### src/rtl/env_pkg.sv
package env_pkg;
    // Width of a counter that must hold the value n (at least 1 bit).
    function automatic int cnt_width(input int n);
        int w;
        w = $clog2(n + 1);
        return (w < 1) ? 1 : w;
    endfunction
endpackage

### src/rtl/ring_env_sync.sv
module ring_env_sync #(
    parameter int STAGES = 2
) (
    input  logic clk,
    input  logic rst_n,
    input  logic async_in,
    output logic sync_out
);
    logic [STAGES-1:0] sh_d, sh_q;

    generate
        if (STAGES == 1) begin : g_one
            always_comb sh_d = async_in;
        end else begin : g_many
            always_comb sh_d = {sh_q[STAGES-2:0], async_in};
        end
    endgenerate

    always_ff @(posedge clk or negedge rst_n) begin
        if (!rst_n) sh_q <= '0;
        else        sh_q <= sh_d;
    end

    assign sync_out = sh_q[STAGES-1];
endmodule

### src/rtl/ring_env_tick.sv
module ring_env_tick #(
    parameter int TICKS_PER_MS = 1000
) (
    input  logic clk,
    input  logic rst_n,
    input  logic restart,
    output logic tick
);
    localparam int W = env_pkg::cnt_width(TICKS_PER_MS);
    localparam logic [W-1:0] LAST = W'(TICKS_PER_MS - 1);

    typedef struct packed {
        logic [W-1:0] cnt;
    } tick_state_t;

    tick_state_t st_d, st_q;

    assign tick = (st_q.cnt == LAST);

    always_comb begin
        st_d = st_q;
        if (restart || tick) st_d.cnt = '0;
        else                 st_d.cnt = st_q.cnt + 1'b1;
    end

    always_ff @(posedge clk or negedge rst_n) begin
        if (!rst_n) st_q <= '0;
        else        st_q <= st_d;
    end
endmodule

### src/rtl/ring_env_hold.sv
module ring_env_hold #(
    parameter int HOLD_MS = 30,
    localparam int W = env_pkg::cnt_width(HOLD_MS)
) (
    input  logic         clk,
    input  logic         rst_n,
    input  logic         line_s,
    input  logic         tick,
    input  logic         bypass,
    output logic         env_n,
    output logic [W-1:0] hold_cnt
);
    localparam logic [W-1:0] FULL = W'(HOLD_MS);

    typedef struct packed {
        logic [W-1:0] cnt;
        logic         env_n;
    } hold_state_t;

    hold_state_t st_d, st_q;

    always_comb begin
        st_d = st_q;
        if (line_s)                        st_d.cnt = FULL;
        else if (tick && st_q.cnt != '0)   st_d.cnt = st_q.cnt - 1'b1;
        st_d.env_n = ~(line_s | (~bypass & (st_d.cnt != '0)));
    end

    always_ff @(posedge clk or negedge rst_n) begin
        if (!rst_n) begin
            st_q.cnt   <= '0;
            st_q.env_n <= 1'b1;
        end else begin
            st_q <= st_d;
        end
    end

    assign env_n    = st_q.env_n;
    assign hold_cnt = st_q.cnt;
endmodule

### src/rtl/ring_env_detector.sv
module ring_env_detector #(
    parameter int TICKS_PER_MS = 1000,
    parameter int HOLD_MS      = 30,
    parameter int SYNC_STAGES  = 2
) (
    input  logic clk,
    input  logic rst_n,
    input  logic line_raw,
    input  logic hold_bypass,
    output logic env_n
);
    localparam int HW = env_pkg::cnt_width(HOLD_MS);

    logic          line_s;
    logic          tick;
    logic [HW-1:0] hold_cnt;

    ring_env_sync #(.STAGES(SYNC_STAGES)) u_sync (
        .clk      (clk),
        .rst_n    (rst_n),
        .async_in (line_raw),
        .sync_out (line_s)
    );

    ring_env_tick #(.TICKS_PER_MS(TICKS_PER_MS)) u_tick (
        .clk     (clk),
        .rst_n   (rst_n),
        .restart (line_s),
        .tick    (tick)
    );

    ring_env_hold #(.HOLD_MS(HOLD_MS)) u_hold (
        .clk      (clk),
        .rst_n    (rst_n),
        .line_s   (line_s),
        .tick     (tick),
        .bypass   (hold_bypass),
        .env_n    (env_n),
        .hold_cnt (hold_cnt)
    );
endmodule

### config.mk
export PLATFORM = sky130hd
export DESIGN_NAME = ring_env_detector
export DESIGN_NICKNAME = d
export VERILOG_FILES = /design/src/rtl/env_pkg.sv /design/src/rtl/ring_env_sync.sv /design/src/rtl/ring_env_tick.sv /design/src/rtl/ring_env_hold.sv /design/src/rtl/ring_env_detector.sv
export SDC_FILE = /design/constraint.sdc
export NUM_CORES = 1
export LEC_CHECK = 0
export ABC_AREA = 1
export BUFFER_PORTS_ARGS = -buffer_cell sky130_fd_sc_hd__buf_2
export CELL_PAD_IN_SITES_DETAIL_PLACEMENT = 1
export CELL_PAD_IN_SITES_GLOBAL_PLACEMENT = 1
export CORE_MARGIN = 2
export CORE_UTILIZATION = 24
export DETAILED_ROUTE_END_ITERATION = 8
export PLACE_DENSITY_LB_ADDON = 0.1
export SLEW_MARGIN = 40
export SYNTH_ARGS = -nofsm -noshare
export SYNTH_HDL_FRONTEND = slang
export SYNTH_HIERARCHICAL = 1
export SYNTH_SLANG_ARGS = --single-unit
export TNS_END_PERCENT = 20
### constraint.sdc
create_clock -name clk -period 5.2 [get_ports clk]
set_clock_uncertainty 0.2 [all_clocks]
set_input_delay 0.78 -clock clk [delete_from_list [all_inputs] [get_ports clk]]
set_output_delay 0.78 -clock clk [all_outputs]
set_load 0.01 [all_outputs]
### Word level (Yosys, flattened, before mapping)

Index checks and enable logic that the tools add are counted.

* add/sub/neg operators: 2
* equal/unequal tests: 1
* muxes and demuxes: 3
* bitwise logic cells: 4
* reduce and logical (&&, ||, !) cells: 4

Operators with widths (number)
* $add A10 B1 Y10 const B: 1
* $eq A10 B10 Y1 const B: 1
* $mux W10: 1
* $mux W5: 2
* $reduce_bool A5 Y1: 2
* $sub A5 B1 Y5 const B: 1
* $not A1 Y1: 2
* $and A1 B1 Y1: 1
* $logic_and A1 B1 Y1: 1
* $logic_or A1 B1 Y1: 1
* $or A1 B1 Y1: 1

* flip-flop bits (word level): 18
* input bits: 4
* output and inout port bits: 1
* word-level logic and storage cells: 18

### Longest topological paths before layout

* word-level depth: 8
* mapped depth: 12
* mapped depth without buffers: 12

### Modules after synthesis

Netlist, hierarchy kept.

Modules (own cells, without submodules)
* ring_env_tick: times used 1, cells an instance 71, area an instance 546.8 um2, seq. area each 250.2 um2
* ring_env_hold: times used 1, cells an instance 49, area an instance 349.1 um2, seq. area each 151.4 um2
* ring_env_sync: times used 1, cells an instance 2, area an instance 50.0 um2, seq. area each 50.0 um2

### Worst setup path after synthesis

No wires, ideal clock.

* path kind: flip-flop to flip-flop
* from: register u_tick/st_q[0] (netlist name)
* to: register, netlist name u_hold/env_n
* library setup time: 73 ps
* arrival: 1737 ps
* data required time: 4927 ps
* slack: 3190 ps
* cell stages (with the launch flop): 12
* path buffers: 0
* clock period less this slack: 2010 ps
* cell sequence: dfrtp_1 ha_1 nand2_1 inv_2 nand2_1 nor3_1 nand2_1 a21oi_1 nand3_1 nor2_1 nand3_1 a21oi_1

RTL lines
* start: declaration: RTL line ring_env_tick.sv:16 `tick_state_t st_d, st_q;`
* start signal: assignment: RTL line ring_env_tick.sv:28 `else st_q <= st_d;`

==> metrics.csv <==
stage;metric;value;unit
run_status;status;finished, final reports clean;
placement;gp_congestion;0.769;
clock_network;postCtsSetupRepairBufs;0;
final_layout;area_growth;14.3;%
drt;drc_errors;0;
synthesis;syn_inst;122;
critical_path;rr_endpoint;u_hold/env_n;
critical_path;cp-end-kind;register;
global_routing;grt_pass1_vias;775;
critical_path;critPathSlowestCell;nor3_1;
critical_path;cp-start-kind;register;
final_layout;antenna_cells;0;
job;drv_cap;0;
synthesis;ys_ff_latch;18;
placement;place_ws;2910;ps
critical_path;cp_data_required_time;5190;ps
final_layout;nets;137;
placement;io_buffers;4;
floorplanning;io_pins;5;
global_routing;grt_overflow_total;0;
critical_path;critical_path.most_common_cell;nand2_1;
critical_path;crit_family;simple AND/OR/NAND/NOR gates;
drt;drt_iter0_markers;17;
critical_path;worstPathArrival;2270;ps
min_path;whs_path_depth;0;
sta;max-slew-margin-rel;60.6;%
final_layout;fillers;466;
drt;routedWlPerCell;10.6;um
critical_path;worstSetupPathType;reg -> reg;
final_layout;layout.area.seq;452;um^2
clock_network;clk_latency;250;ps
floorplanning;initial_core_util;25.5;%
sta;hold_ws;157;ps
critical_path;crit_path_end;u_hold/env_n;
drt;via_per_inst;4.19;
placement;hpwl;1.48;mm
sta;rsz0062_at_grt;no;
critical_path;cp_cell_sequence;ha_1 -> nand2_1 -> inv_2 -> nand2_1 -> nor3_1 -> nand2_1 -> a21oi_1 -> nand3_1 -> nor2_1 -> nand3_1 -> a21oi_1;
sta;finalSetupViolCount;0;
sta;final.period_utilization;43.8;%
sta;drv_slew;0;
pwr;ir_drop;0.158;mV
pwr;powerDensity;250;mW/mm^2
sta;hold_viol;0;
global_routing;grt_max_degree;19;
final_layout;fin_util;29.1;%
clock_network;holdBufCountCts;0;
critical_path;r2r_slack;2920;ps
global_routing;antenna_found_initial;0;
global_routing;grt_pass1_wl;3.55;mm
synthesis;synth.distinct_cells;18;
clock_network;post_cts_resized;0;
synthesis;synthesis.nets;128;
drt;wirelength;1.89;mm
synthesis;syn_area_per_cell;7.75;um^2
synthesis;ys_seq_area_share;47.8;%
drt;firstDrtPassIters;4;
clock_network;clock-sinks;18;
critical_path;worstRegToRegCells;11;
clock_network;cts-root-buf;clkbuf_8;
global_routing;grt.total_usage;10.8;%
min_path;hold_path.class;reg -> reg;
clock_network;htree_num_levels;1;
critical_path;cp_num_cells;11;
synthesis;synth_warnings;6;
critical_path;cpPeakStageDelay;460;ps
floorplanning;die_y;66.8;um
floorplanning;coreArea;0.00372;mm^2
critical_path;crit_buf_inv;1;
synthesis;synthesis.area;946;um^2
floorplanning;die_w;66.8;um
placement;placed_cells;174;
pwr;leakage;0.501;nW
final_layout;drive_gt1_share;17.7;%
sta;worst_pin_slew;586;ps
clock_network;clockBufferDepth;2;
final_layout;multi_input_area;419;um^2
sta;tns;0;ps
floorplanning;rows;22;
clock_network;cts_buffers;3;
drt;postRouteAntennaNets;0;
floorplanning;die_area;0.00446;mm^2
final_layout;instances_no_fill;178;
sta;fin_ws;2920;ps
clock_network;clk_pin_slew_worst_paths;70;ps
sta;layout_min_cycle_time;2280;ps
drt;vias;745;
sta;timing.fmax;0.439;GHz
clock_network;tritoncts;built;
critical_path;worstPathMaxFanout;8;
critical_path;startpoint;u_tick/st_q[0];
critical_path;r2r_start;u_tick/st_q[0];
kinds of logic after synthesis:
group | share of synthesized area [%]
compound gates | 2.12
xor+xnor | 1.85
fa+ha+maj | 2.65
buf+inv | 7.94
flops | 47.8
simple gates | 37.7
where the power goes:
group / internal, mW / switching [mW] / total (mW)
clock network: 0.0672 / 0.0469 / 0.114
registers: 0.143 / 0.00252 / 0.146
logic: 0.00310 / 0.00716 / 0.0103
routing by layer:
metal  wire length (um)  part of all wire (%)  track usage, %
met4                 22                   1.2            3.06
met5                  0                     0               0
met3                 64                   3.4            3.55
met1                992                    52            14.1
met2                815                    43            16.9
cells in the mapped netlist:
| library cell | instances | share of area, % |
|---|---|---|
| ha_1 | 2 | 2.6 |
| nand4_1 | 2 | 1.3 |
| inv_2 | 1 | 0.40 |
| nor2_4 | 2 | 2.4 |
| o21ai_1 | 1 | 0.53 |
| nand3_1 | 10 | 5.3 |
| nor2_1 | 14 | 5.6 |
| nand2_2 | 4 | 2.6 |
| inv_1 | 18 | 7.1 |
| dfstp_2 | 1 | 2.8 |
| nand3_2 | 2 | 2.1 |
| xor2_1 | 2 | 1.9 |
| nor2_2 | 5 | 3.3 |
| nor3_1 | 3 | 1.6 |
| nand2_1 | 34 | 13 |
| dfrtp_1 | 17 | 45 |
| a21oi_1 | 3 | 1.6 |
| clkinv_1 | 1 | 0.40 |
flip-flops by register name (all words and copies together) (netlist names):
register,flops
u_hold/hold_cnt,5
u_hold/env_n,1
u_tick/st_q,10
u_sync/sh_q,2
through the flow:
stage / total power, mW / instance area (um^2)
detailed placement: 0.159 / 1030
finish: 0.270 / 1080
CTS: 0.277 / 1080
global placement: 0.159 / 1030
floorplan: 0.153 / 946
global route: 0.286 / 1080
worst min-delay path by stage:
stage	start	endpoint	slack, ps
2_1_floorplan	u_sync/sh_q[0]	u_sync/sh_q[1]	130
3_3_place_gp	u_sync/sh_q[0]	u_sync/sh_q[1]	140
3_5_place_dp	u_sync/sh_q[0]	u_sync/sh_q[1]	140
4_1_cts	u_sync/sh_q[0]	u_sync/sh_q[1]	160
5_1_grt	u_sync/sh_q[0]	u_sync/sh_q[1]	170
6_report	u_sync/sh_q[0]	u_sync/sh_q[1]	160
layout make-up:
| type | instances | share of cell area, % |
|---|---|---|
| Clock buffer | 4 | 5.09 |
| Inverter | 20 | 6.94 |
| Multi-Input combinational cell | 84 | 38.8 |
| Sequential cell | 18 | 41.8 |
| Tap cell | 48 | 5.56 |
| Timing Repair Buffer | 4 | 1.85 |
cell usage in the layout, fill, tap and decap left out, types with 4 or more instances in the layout:
master / Yosys / layout
inv_1: 18 / 18
nor2_1: 14 / 14
dfrtp_1: 17 / 17
nand2_1: 34 / 34
nand2_2: 4 / 4
nand3_1: 10 / 10
clkbuf_8: 0 / 4
buf_2: 0 / 4
nor2_2: 5 / 5
No activity file was read; power rests on OpenSTA's default activity.
